**config.mk**
```make
export PLATFORM = sky130hd
export DESIGN_NAME = xbar_switch
export DESIGN_NICKNAME = d
export VERILOG_FILES = /design/src/rtl/xbar_pkg.sv /design/src/rtl/xbar_rst_sync.sv /design/src/rtl/xbar_req_decode.sv /design/src/rtl/xbar_arbiter.sv /design/src/rtl/xbar_out_mux.sv /design/src/rtl/xbar_switch.sv
export SDC_FILE = /design/constraint.sdc
export NUM_CORES = 1
export LEC_CHECK = 0
export ABC_AREA = 0
export BUFFER_PORTS_ARGS = -buffer_cell sky130_fd_sc_hd__buf_2
export CAP_MARGIN = 40
export CORE_MARGIN = 1.5
export CORE_UTILIZATION = 30
export DETAILED_ROUTE_END_ITERATION = 10
export MAX_ROUTING_LAYER = met4
export PLACE_DENSITY_LB_ADDON = 0.25
export SYNTH_ARGS = -nofsm -noshare
export SYNTH_HDL_FRONTEND = slang
export SYNTH_SLANG_ARGS = --single-unit
```
**constraint.sdc**
```tcl
create_clock -name clk -period 5.7 [get_ports clk]
set_clock_uncertainty 0.15 [all_clocks]
set_input_delay 0.285 -clock clk [delete_from_list [all_inputs] [get_ports clk]]
set_output_delay 0.285 -clock clk [all_outputs]
set_load 0.005 [all_outputs]
```
**src/rtl/xbar_pkg.sv**
```systemverilog
package xbar_pkg;

  localparam int XBAR_PORTS  = 4;
  localparam int XBAR_DATA_W = 32;

  // Index width for a port count, never below one bit
  function automatic int idx_width(input int n);
    return (n > 1) ? $clog2(n) : 1;
  endfunction

endpackage

```
**src/rtl/xbar_rst_sync.sv**
```systemverilog
module xbar_rst_sync #(
  parameter int STAGES = 2
) (
  input  logic clk,
  input  logic rst_n_in,
  output logic rst_n_out
);

  logic [STAGES-1:0] sync_q;
  logic [STAGES-1:0] sync_d;

  always_comb begin
    sync_d = {sync_q[STAGES-2:0], 1'b1};
  end

  always_ff @(posedge clk or negedge rst_n_in) begin
    if (!rst_n_in) begin
      sync_q <= '0;
    end else begin
      sync_q <= sync_d;
    end
  end

  assign rst_n_out = sync_q[STAGES-1];

endmodule

```
**src/rtl/xbar_req_decode.sv**
```systemverilog
module xbar_req_decode #(
  parameter int NUM_PORTS = 4,
  parameter int IDX_W     = 2
) (
  input  logic [NUM_PORTS-1:0]                 req_valid,
  input  logic [NUM_PORTS-1:0][IDX_W-1:0]      req_dest,
  output logic [NUM_PORTS-1:0][NUM_PORTS-1:0]  req_mat    // [output][input]
);

  for (genvar o = 0; o < NUM_PORTS; o++) begin : g_out
    for (genvar i = 0; i < NUM_PORTS; i++) begin : g_in
      assign req_mat[o][i] = req_valid[i] && (req_dest[i] == IDX_W'(o));
    end
  end

endmodule

```
**src/rtl/xbar_arbiter.sv**
```systemverilog
module xbar_arbiter #(
  parameter int NUM_PORTS = 4
) (
  input  logic [NUM_PORTS-1:0][NUM_PORTS-1:0] req_mat,   // [output][input]
  output logic [NUM_PORTS-1:0][NUM_PORTS-1:0] xp_en,     // [output][input]
  output logic [NUM_PORTS-1:0]                grant
);

  // Fixed priority per output column: the lowest input index wins
  always_comb begin
    xp_en = '0;
    for (int o = 0; o < NUM_PORTS; o++) begin
      logic taken;
      taken = 1'b0;
      for (int i = 0; i < NUM_PORTS; i++) begin
        xp_en[o][i] = req_mat[o][i] & ~taken;
        taken       = taken | req_mat[o][i];
      end
    end
  end

  always_comb begin
    grant = '0;
    for (int o = 0; o < NUM_PORTS; o++) begin
      grant = grant | xp_en[o];
    end
  end

endmodule

```
**src/rtl/xbar_out_mux.sv**
```systemverilog
module xbar_out_mux #(
  parameter int NUM_PORTS = 4,
  parameter int DATA_W    = 32
) (
  input  logic [NUM_PORTS-1:0][NUM_PORTS-1:0] xp_en,
  input  logic [NUM_PORTS-1:0][DATA_W-1:0]    src_data,
  output logic [NUM_PORTS-1:0]                mux_valid,
  output logic [NUM_PORTS-1:0][DATA_W-1:0]    mux_data
);

  // AND-OR selection; a column holds at most one enable
  always_comb begin
    for (int o = 0; o < NUM_PORTS; o++) begin
      mux_valid[o] = |xp_en[o];
      mux_data[o]  = '0;
      for (int i = 0; i < NUM_PORTS; i++) begin
        mux_data[o] = mux_data[o] | (src_data[i] & {DATA_W{xp_en[o][i]}});
      end
    end
  end

endmodule

```
**src/rtl/xbar_switch.sv**
```systemverilog
module xbar_switch
  import xbar_pkg::*;
#(
  parameter int NUM_PORTS = XBAR_PORTS,
  parameter int DATA_W    = XBAR_DATA_W
) (
  input  logic                                             clk,
  input  logic                                             rst_n,
  input  logic [NUM_PORTS-1:0]                             in_valid,
  input  logic [NUM_PORTS-1:0][idx_width(NUM_PORTS)-1:0]   in_dest,
  input  logic [NUM_PORTS-1:0][DATA_W-1:0]                 in_data,
  output logic [NUM_PORTS-1:0]                             out_valid,
  output logic [NUM_PORTS-1:0][DATA_W-1:0]                 out_data,
  output logic [NUM_PORTS-1:0]                             in_grant
);

  localparam int IDX_W = idx_width(NUM_PORTS);

  logic                                rst_sync_n;
  logic [NUM_PORTS-1:0][NUM_PORTS-1:0] req_mat;
  logic [NUM_PORTS-1:0][NUM_PORTS-1:0] xp_en;
  logic [NUM_PORTS-1:0]                grant_comb;
  logic [NUM_PORTS-1:0]                mux_valid;
  logic [NUM_PORTS-1:0][DATA_W-1:0]    mux_data;

  logic [NUM_PORTS-1:0]                valid_d, valid_q;
  logic [NUM_PORTS-1:0][DATA_W-1:0]    data_d,  data_q;
  logic [NUM_PORTS-1:0]                grant_d, grant_q;

  xbar_rst_sync #(.STAGES(2)) u_rst_sync (
    .clk       (clk),
    .rst_n_in  (rst_n),
    .rst_n_out (rst_sync_n)
  );

  xbar_req_decode #(.NUM_PORTS(NUM_PORTS), .IDX_W(IDX_W)) u_decode (
    .req_valid (in_valid),
    .req_dest  (in_dest),
    .req_mat   (req_mat)
  );

  xbar_arbiter #(.NUM_PORTS(NUM_PORTS)) u_arbiter (
    .req_mat (req_mat),
    .xp_en   (xp_en),
    .grant   (grant_comb)
  );

  xbar_out_mux #(.NUM_PORTS(NUM_PORTS), .DATA_W(DATA_W)) u_mux (
    .xp_en     (xp_en),
    .src_data  (in_data),
    .mux_valid (mux_valid),
    .mux_data  (mux_data)
  );

  // Next-state
  always_comb begin
    valid_d = mux_valid;
    data_d  = mux_data;
    grant_d = grant_comb;
  end

  // Registers
  always_ff @(posedge clk or negedge rst_sync_n) begin
    if (!rst_sync_n) begin
      valid_q <= '0;
      data_q  <= '0;
      grant_q <= '0;
    end else begin
      valid_q <= valid_d;
      data_q  <= data_d;
      grant_q <= grant_d;
    end
  end

  assign out_valid = valid_q;
  assign out_data  = data_q;
  assign in_grant  = grant_q;

endmodule

```
==> impl_metrics.yaml, run 1 <==
outcome:
  run_status: "complete, no violations"
global_route:
  grt_first_pass_wirelength_um: 44300
  gr-total-overflow: 0
  initial_antenna_violation_count: 3
  grt_pass1_vias: 7455
  track_usage_pct: 25.2
  maximum_number_of_pins_on_one_net_before_global_route_repair: 58
yosys:
  synthCells: 705
  ys_async_sr_fraction_pct: 100
  synth_cell_type_count: 32
  synth_enable_flop_cells: 0
  synth.avg_cell_area_um2: 9.75
  synth_compound_gate_area_share_pct: 29.9
  synthSimpleGateAreaFrac_pct: 14.8
  synth_flop_cell: "sky130_fd_sc_hd__dfrtp_1"
  yosys.area_share.adder_pct: 0
  netlist_area_um2: 6880
  multiplexer_share_of_the_synthesized_area_pct: 0
  post_synth_xor_area_fraction_pct: 0.255
  synth-warning-count: 0
  synth-seq-cells: 138
  syn-num-nets: 847
  synth_top_family_by_area: "compound AO/OA/AOI/OAI gates"
  yosysSeqAreaShare_pct: 50.2
routing:
  routedWlPerCell_um: 22.6
  detail_route.vias_per_cell: 5.68
  drt_first_pass_iters: 6
  drt-initial-drc-count: 588
  routed-via-count: 7339
  totalWireLength_um: 29200
  drc: 0
  antenna_violating_nets_post_route: 0
die:
  fp.coreArea_um2: 22600
  floorplan.die_area_um2: 23800
  placement_rows: 55
  top_level_port_count: 278
  die_h_um: 154
  die_width_um: 154
  effective_utilization_at_floorplan_pct: 30.5
worst_setup_path:
  timing.rr.start: "u_rst_sync.sync_q[1]"
  critical_path.startpoint_type: "input port"
  crit_arrival_ps: 2970
  timing.reg2reg.worst_path_depth: 2
  worst-endpoint-required_ps: 5870
  critical_path_peak_fanout: 24
  critPathCaptureType: "flop"
  critPathKind: "input port to flop"
  timing.rr.end: "out_data[95]"
  r2r_setup_slack_ps: 4350
clock_tree:
  cts.root.buffer_cell: "sky130_fd_sc_hd__clkbuf_16"
  cts_sinks: 138
  cts_htree_levels: 4
  cts_tree: "done"
  cts_setup_buffers: 0
  clk_path_buf_depth: 2
  clock_insertion_delay_worst_skew_ps: 420
  clk_transition_reported_paths_ps: 60
  tritoncts.num_buffers: 17
power:
  max-vdd-ir-drop_mv: 0.180
  power_density_nw_per_um2: 279
  power_leakage_nw: 4.49
placed_design:
  detailedPlacementHpwl_um: 18900
  port_buffers: 277
  placement.cell_area_um2: 8730
  place_congestion: 0.833
timing:
  timing.final.crit_share_pct: 49.2
  timing.final.crit_period_ps: 2800
  fmax_mhz: 357
  number_of_hold_violations_in_the_final_report: 0
  worst_slew_pin_slew_ps: 917
  grt_setup_unrepaired: "false"
  slew_headroom_pct: 38.9
  slew_violations: 0
  finalSetupViolations: 0
  fin_setup_tns_ps: 0
worst_hold_path:
  worst_hold_path_type: "input port to flop"
  hold_path_depth: 3
  min_delay_worst_endpoint: "out_data[74]"
  hold_start: "in_data[10]"
layout:
  area_growth_pct: 41.3
  finish.utilization_pct: 43.0
  post_route_cells_drive_above_1_share_pct: 35.2
  final_design_area_no_fill_um2: 9720
  final_net_count: 1133
  most-common-layout-cells: "sky130_fd_sc_hd__buf_2, sky130_fd_sc_hd__dfrtp_1, sky130_fd_sc_hd__nor2_1, sky130_fd_sc_hd__a221oi_1, sky130_fd_sc_hd__nand2_1"
  layout_commonest_cell: "sky130_fd_sc_hd__buf_2"
flow_run:
  max_cap_violation_count: 0
## Yosys cell counts (3+ instances only)
cell type / count / share of area [%]
sky130_fd_sc_hd__a221oi_1: 128 / 16
sky130_fd_sc_hd__and3_1: 3 / 0.27
sky130_fd_sc_hd__and3b_1: 3 / 0.38
sky130_fd_sc_hd__buf_2: 24 / 1.7
sky130_fd_sc_hd__buf_6: 4 / 0.65
sky130_fd_sc_hd__clkbuf_1: 43 / 2.3
sky130_fd_sc_hd__dfrtp_1: 138 / 50
sky130_fd_sc_hd__nand2_1: 70 / 3.8
sky130_fd_sc_hd__nand3_1: 3 / 0.22
sky130_fd_sc_hd__nand3b_1: 5 / 0.55
sky130_fd_sc_hd__nor2_1: 131 / 7.2
sky130_fd_sc_hd__o21ai_0: 27 / 2.0
sky130_fd_sc_hd__o21ai_1: 37 / 2.7
sky130_fd_sc_hd__o2bb2ai_1: 64 / 8.2
## timing repair
| action | 4_1_cts | 5_1_grt |
|---|---|---|
| resized for setup | 0 | 0 |
| hold endpoints to repair | 126 | 0 |
| hold buffers | 36 | 0 |
## where the power goes
part | switching [W] | internal [W] | leakage [nW]
registers | 0.0000323 | 0.00107 | 1.77
clock network | 0.000462 | 0.000661 | 0.285
logic | 0.000274 | 0.000212 | 2.43
## critical path, stage by stage
cell and delay, ps:
sky130_fd_sc_hd__dlygate4sd3_1 540, sky130_fd_sc_hd__buf_2 150, sky130_fd_sc_hd__and3_2 370, sky130_fd_sc_hd__buf_16 240
sky130_fd_sc_hd__nor4_4 720, sky130_fd_sc_hd__buf_4 460, sky130_fd_sc_hd__nand2_1 90, sky130_fd_sc_hd__o21ai_0 100
## metal layers
layer / up-vias / wire [um] / part of all wire [%] / GRT usage (%)
met5: - / 0 / 0 / -
met4: 0 / 442 / 1.5 / 7.05
met3: 42 / 2820 / 9.7 / 5.24
met2: 471 / 13600 / 47 / 39.6
met1: 3564 / 12300 / 42 / 32.9
li1: 3262 / - / - / -
## kinds of logic (layout without fill, tap and decap cells)
logic type	Yosys count	in the layout
flip-flops	138	138
AO/OA/AOI/OAI	261	261
other	1	4
buffers and inverters	72	371
XOR/XNOR	2	2
AND/OR/NAND/NOR	231	231
## area by class of cell
class,count,area (um2)
Sequential cell,138,3460
Multi-Input combinational cell,495,3150
Fill cell,2260,12900
Clock buffer,19,443
Tap cell,285,357
Timing Repair Buffer,338,2150
Antenna cell,3,7.51
Inverter,1,3.75
Clock inverter,13,143
## state kept, by name (all words and copies together) (netlist names)
signal and count:
out_data 128, in_grant 4, out_valid 4, u_rst_sync.sync_q 2
## how the worst max path moves through the flow
stage | startpoint | end | slack, ps | depth (start not counted)
after CTS | in_valid[1] | out_data[108] | 2930 | 7
after floorplan | u_rst_sync.sync_q[1] | in_grant[0] | 1420 | 0
final | in_valid[1] | out_data[108] | 2900 | 8
after detailed placement | in_dest[0] | in_grant[3] | 3010 | 5
after global routing | in_valid[1] | out_data[101] | 2800 | 8
after global placement | in_dest[3] | out_data[50] | 2880 | 6
## through the flow
| step | worst slack [ps] | hold WS [ps] | total power [W] | cells |
|---|---|---|---|---|
| 5_1_grt | 2800 | 6.39 | 0.00283 | 1292 |
| 2_1_floorplan | 1420 | -161 | 0.00130 | 705 |
| 3_5_place_dp | 3010 | -76.7 | 0.00158 | 1220 |
| 4_1_cts | 2930 | 0.437 | 0.00273 | 1288 |
| 3_3_place_gp | 2880 | -77.9 | 0.00156 | 1207 |
| 6_report | 2900 | 16.7 | 0.00271 | 1292 |
Note: power is estimated with default switching activity, not from simulation.
==> run 2, diff against run 1 <==
==> constraint.sdc (replaced) <==
create_clock -name clk -period 2.36 [get_ports clk]
set_clock_uncertainty 0.15 [all_clocks]
set_input_delay 0.118 -clock clk [delete_from_list [all_inputs] [get_ports clk]]
set_output_delay 0.118 -clock clk [all_outputs]
set_load 0.005 [all_outputs]
==> run 2 against run 1 <==
  * Global-route usage grew 2.7 points
  * Via count grew 14%
  * Core utilization grew 8.4 points
  * Total power grew to 2.5 times the previous value
  * Design area grew 19%
  * Setup slack lost 2900 ps
  * Routed wire length grew 12%
  * First-iteration DRC count grew 20%
  * Clock power grew 140%
  * Clock-buffer cell count is the same
  * Sequential cell count is the same
  * Largest power group unchanged
==> impl_metrics.yaml, run 2 (synthesized netlist as in run 1, its figures left out) <==
clock_tree:
  tritoncts.num_buffers: 17
  clk_path_buf_depth: 2
  cts_htree_levels: 4
  clk_transition_reported_paths_ps: 70
  cts_tree: "done"
  cts.root.buffer_cell: "sky130_fd_sc_hd__clkbuf_16"
  cts_sinks: 138
  clock_insertion_delay_worst_skew_ps: 420
worst_setup_path:
  critPathCaptureType: "flop"
  timing.critical_path.from: "in_valid[0]"
  critPathKind: "input port to flop"
  critical_path.startpoint_type: "input port"
  timing.rr.start: "u_rst_sync.sync_q[1]"
  critical_path_peak_fanout: 17
  timing.rr.end: "out_data[109]"
  crit_arrival_ps: 2540
  r2r_setup_slack_ps: 1500
  timing.reg2reg.worst_path_depth: 1
  worst-endpoint-required_ps: 2580
routing:
  drt-initial-drc-count: 708
  met1Wirelength_um: 13200
  totalWireLength_um: 32700
  routed-via-count: 8356
  routedWlPerCell_um: 22.0
  antenna_violating_nets_post_route: 0
  drc: 0
  met2_wirelength_um: 16100
  detailroute.wirelength.met3_um: 2560
  detail_route.vias_per_cell: 5.62
  drt_first_pass_iters: 5
  top_layer: "met4"
global_route:
  gr-total-overflow: 0
  grt_first_pass_wirelength_um: 49300
  maximum_number_of_pins_on_one_net_before_global_route_repair: 74
  track_usage_pct: 27.9
  grt_pass1_vias: 8681
  initial_antenna_violation_count: 1
layout:
  layout_commonest_cell: "sky130_fd_sc_hd__buf_2"
  final_design_area_no_fill_um2: 11600
  area_growth_pct: 68.8
  final_cell_count_no_fill: 1488
  most-common-layout-cells: "sky130_fd_sc_hd__buf_2, sky130_fd_sc_hd__dlygate4sd3_1, sky130_fd_sc_hd__dfrtp_1, sky130_fd_sc_hd__nor2_1, sky130_fd_sc_hd__a221oi_1"
  post_route_cells_drive_above_1_share_pct: 31.5
  final_net_count: 1331
  largest_reg_flops: 128
placed_design:
  placed_cells: 1230
  placement.cell_area_um2: 8710
  port_buffers: 277
  placement.setup.worst_slack_ps: 508
  detailedPlacementHpwl_um: 19300
  place_congestion: 0.817
die:
  die_h_um: 154
  fp.coreArea_um2: 22600
  top_level_port_count: 278
  placement_rows: 55
  effective_utilization_at_floorplan_pct: 30.5
  floorplan.die_area_um2: 23800
  die_width_um: 154
worst_hold_path:
  hold_start: "in_valid[2]"
  worst_hold_path_type: "input port to flop"
  hold_path_depth: 4
  min_delay_worst_endpoint: "out_valid[3]"
timing:
  number_of_hold_violations_in_the_final_report: 0
  timing.final.crit_share_pct: 98.2
  post_route_worst_setup_slack_ps: 41.7
  fmax_mhz: 431
  timing.final.crit_period_ps: 2320
  worst_slew_pin_slew_ps: 587
  slew_headroom_pct: 60.8
  finalSetupViolations: 0
  slew_violations: 0
  grt_setup_unrepaired: "true"
power:
  max-vdd-ir-drop_mv: 0.439
  power_leakage_nw: 5.34
  power_density_nw_per_um2: 589
flow_run:
  max_cap_violation_count: 0
outcome:
  run_status: "complete, no violations"
run 2: cell count changes in the layout (fill, tap and decap cells not counted), moves of 2 or more:
cell | previous run | this run
sky130_fd_sc_hd__buf_4 | 11 | 29
sky130_fd_sc_hd__a221oi_2 | 0 | 6
sky130_fd_sc_hd__diode_2 | 3 | 1
sky130_fd_sc_hd__buf_16 | 9 | 2
sky130_fd_sc_hd__buf_8 | 3 | 1
sky130_fd_sc_hd__a221oi_1 | 128 | 122
sky130_fd_sc_hd__clkinv_2 | 3 | 1
sky130_fd_sc_hd__buf_6 | 1 | 7
sky130_fd_sc_hd__dlygate4sd3_1 | 36 | 213
sky130_fd_sc_hd__buf_12 | 1 | 5
run 2: stage by stage:
step | power [W] | util (%) | hold WS [ps] | TNS [ps]
after detailed placement | 0.00382 | 38.6 | -241 | 0
after CTS | 0.00683 | 50.6 | 58.4 | 0
after global placement | 0.00380 | 38.4 | -241 | 0
final | 0.00684 | 51.4 | 136 | 0
after global routing | 0.00712 | 51.4 | 127 | -26.9
after floorplan | 0.00315 | - | -328 | 0
run 2: where the power goes:
group          internal (W)  leakage [nW]  switching [W]
Combinational      0.000768          3.29       0.000751
Sequential          0.00258          1.77      0.0000693
Clock               0.00150         0.273        0.00117
Total               0.00485          5.34        0.00199
run 2: how the worst max path moves through the flow:
stage / cells after the start / slack [ps] / to
finish: 8 / 40 / out_data[78]
global route: 8 / -10 / out_data[48]
CTS: 8 / 9 / out_data[106]
detailed placement: 6 / 510 / out_data[73]
global placement: 5 / 300 / out_data[91]
floorplan: 0 / 750 / in_grant[0]
run 2: metal layers:
layer | GRT usage, % | vias up
met1 | 34.3 | 4124
met5 | - | -
li1 | - | 3655
met3 | 5.52 | 69
met4 | 11.5 | 0
met2 | 45.0 | 508
run 2: timing repair:
action | 4_1_cts | 5_1_grt
hold buffers | 214 | 0
gates resized for setup | 0 | 17
endpoints found under the hold margin | 136 | 0
buffers inserted | 0 | 10
setup endpoints to repair | 0 | 56
run 2: cell type report:
class,instances,area (um2)
Timing Repair Buffer,536,4020
Inverter,1,3.75
Fill cell,2075,11000
Clock inverter,13,130
Tap cell,285,357
Sequential cell,138,3460
Antenna cell,1,2.50
Multi-Input combinational cell,495,3190
Clock buffer,19,443
run 2: critical path, stage by stage:
cell and delay (ps):
sky130_fd_sc_hd__dlygate4sd3_1 540, sky130_fd_sc_hd__buf_2 220, sky130_fd_sc_hd__nand2_1 110, sky130_fd_sc_hd__nor2_4 460, sky130_fd_sc_hd__buf_12 250, sky130_fd_sc_hd__a221oi_1 80, sky130_fd_sc_hd__o2bb2ai_1 190, sky130_fd_sc_hd__dlygate4sd3_1 560
==> run 3, diff against run 2 <==
--- a/config.mk
+++ b/config.mk
@@ -10,6 +10,7 @@
 export CAP_MARGIN = 40
 export CORE_MARGIN = 1.5
 export CORE_UTILIZATION = 30
+export CTS_BUF_LIST = sky130_fd_sc_hd__clkbuf_4
 export DETAILED_ROUTE_END_ITERATION = 10
 export MAX_ROUTING_LAYER = met4
 export PLACE_DENSITY_LB_ADDON = 0.25
==> run 3 against run 2 <==
  * Total power is 15% lower
  * Core utilization down 0.77 points
  * Via count is 0.68% higher
  * Register-to-register slack hardly changed
  * Worst hold slack worse by 54 ps
  * Critical path depth down 1
  * Sequential share of layout area rose by 0.45 points
  * Sequential power barely moved
  * Non-clock buffer count is 20 higher
  * Setup slack got worse by 38 ps
  * Highest routed layer unchanged
==> impl_metrics.yaml, run 3 (synthesized netlist as in run 1, its figures left out) <==
routing:
  detail_route.vias_per_cell: 5.58
  drc: 0
  routedWlPerCell_um: 21.3
  drt-initial-drc-count: 691
  routed-via-count: 8413
  totalWireLength_um: 32200
  antenna_violating_nets_post_route: 0
  drt_first_pass_iters: 7
timing:
  slew_violations: 0
  grt_setup_unrepaired: "false"
  fin_setup_tns_ps: 0
  number_of_hold_violations_in_the_final_report: 0
  fmax_mhz: 424
  timing.final.crit_share_pct: 99.8
  worst_slew_pin_slew_ps: 649
  post_route_worst_setup_slack_ps: 3.78
  timing.final.crit_period_ps: 2360
  slew_headroom_pct: 56.6
  finalSetupViolations: 0
worst_hold_path:
  min_delay_worst_endpoint: "out_data[79]"
  worst_hold_path_type: "input port to flop"
  hold_start: "in_valid[2]"
  hold_path_depth: 5
global_route:
  grt_first_pass_wirelength_um: 49600
  grt_pass1_vias: 8830
  gr-total-overflow: 0
  initial_antenna_violation_count: 2
  maximum_number_of_pins_on_one_net_before_global_route_repair: 74
  track_usage_pct: 28.0
die:
  die_width_um: 154
  floorplan.die_area_um2: 23800
  fp.coreArea_um2: 22600
  effective_utilization_at_floorplan_pct: 30.5
  placement_rows: 55
  die_h_um: 154
  top_level_port_count: 278
worst_setup_path:
  crit_path_top_delay_cell: "sky130_fd_sc_hd__or3b_2"
  critical_path.most_common_cell: "sky130_fd_sc_hd__dlygate4sd3_1"
  critPathKind: "input port to flop"
  critPathCaptureType: "flop"
  r2r_setup_slack_ps: 1490
  worst-endpoint-required_ps: 2630
  path_delay_family: "buffers and inverters"
  timing.critical_path.buf_inv: 4
  cp_cell_sequence: "dlygate4sd3_1 -> buf_2 -> or3b_2 -> buf_16 -> nor2_1 -> o2bb2ai_1 -> dlygate4sd3_1"
  timing.rr.start: "u_rst_sync.sync_q[1]"
  worst-path-stages: 7
  critical_path.startpoint_type: "input port"
  timing.critical_path.slowest_cell_delay_ps: 740
  crit_arrival_ps: 2630
  timing.rr.end: "out_data[85]"
  timing.reg2reg.worst_path_depth: 1
  critical_path_peak_fanout: 18
layout:
  area.sequential_um2: 3460
  final.fill_count: 2082
  multi_input_area_um2: 3150
  post_route_cells_drive_above_1_share_pct: 30.0
  final_cell_count_no_fill: 1509
  largest_reg_flops: 128
  layout_commonest_cell: "sky130_fd_sc_hd__buf_2"
  most-common-layout-cells: "sky130_fd_sc_hd__buf_2, sky130_fd_sc_hd__dlygate4sd3_1, sky130_fd_sc_hd__dfrtp_1, sky130_fd_sc_hd__nor2_1, sky130_fd_sc_hd__a221oi_1"
  area_growth_pct: 66.2
  final_net_count: 1351
clock_tree:
  cts_tree: "done"
  clk_transition_reported_paths_ps: 160
  clock_insertion_delay_worst_skew_ps: 540
  tritoncts.num_buffers: 17
  cts_htree_levels: 4
  cts_sinks: 138
  cts.root.buffer_cell: "sky130_fd_sc_hd__clkbuf_4"
  clk_path_buf_depth: 2
placed_design:
  port_buffers: 277
  place_congestion: 0.817
  detailedPlacementHpwl_um: 19300
  placed_cells: 1230
  placement.setup.worst_slack_ps: 508
flow_run:
  max_cap_violation_count: 0
outcome:
  run_status: "complete, no violations"
power:
  power_density_nw_per_um2: 506
  max-vdd-ir-drop_mv: 0.296
  power_leakage_nw: 5.27
[run 3: changes by cell type in the layout (fill, tap and decap cells not counted), moves of 6 or more]
cell / previous run / this run
sky130_fd_sc_hd__dlygate4sd3_1: 213 / 240
sky130_fd_sc_hd__a221oi_2: 6 / 0
sky130_fd_sc_hd__clkbuf_16: 18 / 0
sky130_fd_sc_hd__a221oi_1: 122 / 128
sky130_fd_sc_hd__clkbuf_4: 0 / 18
sky130_fd_sc_hd__buf_6: 7 / 1
[run 3: repair_timing]
item                                    4_1_cts  5_1_grt
endpoints found under the setup margin        0       11
buffers inserted                              0        5
hold buffers                                240        0
endpoints found under the hold margin       136        0
resized for setup                             0        1
[run 3: worst max-delay path by stage]
stage / startpoint / end
4_1_cts: in_dest[4] / out_data[76]
3_3_place_gp: in_dest[2] / out_data[91]
5_1_grt: in_valid[0] / out_data[27]
6_report: in_valid[0] / out_data[27]
3_5_place_dp: in_dest[2] / out_data[73]
2_1_floorplan: u_rst_sync.sync_q[1] / in_grant[0]
[run 3: cell type report]
cell class / instances / area share [%]
antenna: 2 / 0.0438
clock buffer: 18 / 1.18
clock inverter: 14 / 1.17
inverter: 1 / 0.0328
multi-input combinational: 495 / 27.6
sequential: 138 / 30.2
tap: 285 / 3.12
timing repair buffer: 556 / 36.6
[run 3: routing by layer]
layer  vias up  GRT usage (%)  routed length (um)
li1       3694              -                   -
met2       570           44.9               15500
met5         -              -                   0
met4         0           12.7                1030
met3        96           5.52                3060
met1      4053           34.2               12600
[run 3: power breakdown]
part | internal [W] | switching (W) | total (W)
Clock | 0.000555 | 0.00103 | 0.00159
Combinational | 0.000804 | 0.000749 | 0.00155
Sequential | 0.00257 | 0.0000695 | 0.00264
[run 3: worst min-delay path, cell delays in order]
cell and delay [ps]:
sky130_fd_sc_hd__buf_2 120, sky130_fd_sc_hd__nand3b_1 140, sky130_fd_sc_hd__nand2_1 170, sky130_fd_sc_hd__nor3_4 90, sky130_fd_sc_hd__o2bb2ai_1 130
[run 3: stage by stage]
stage	hold WS [ps]	power, W	instance area [um2]	util, %
after floorplan	-328	0.00315	6880	-
after global placement	-241	0.00380	8660	38.4
after detailed placement	-241	0.00382	8710	38.6
after CTS	25.9	0.00578	11400	50.4
after global routing	60.1	0.00608	11400	50.6
final	81.9	0.00578	11400	50.6
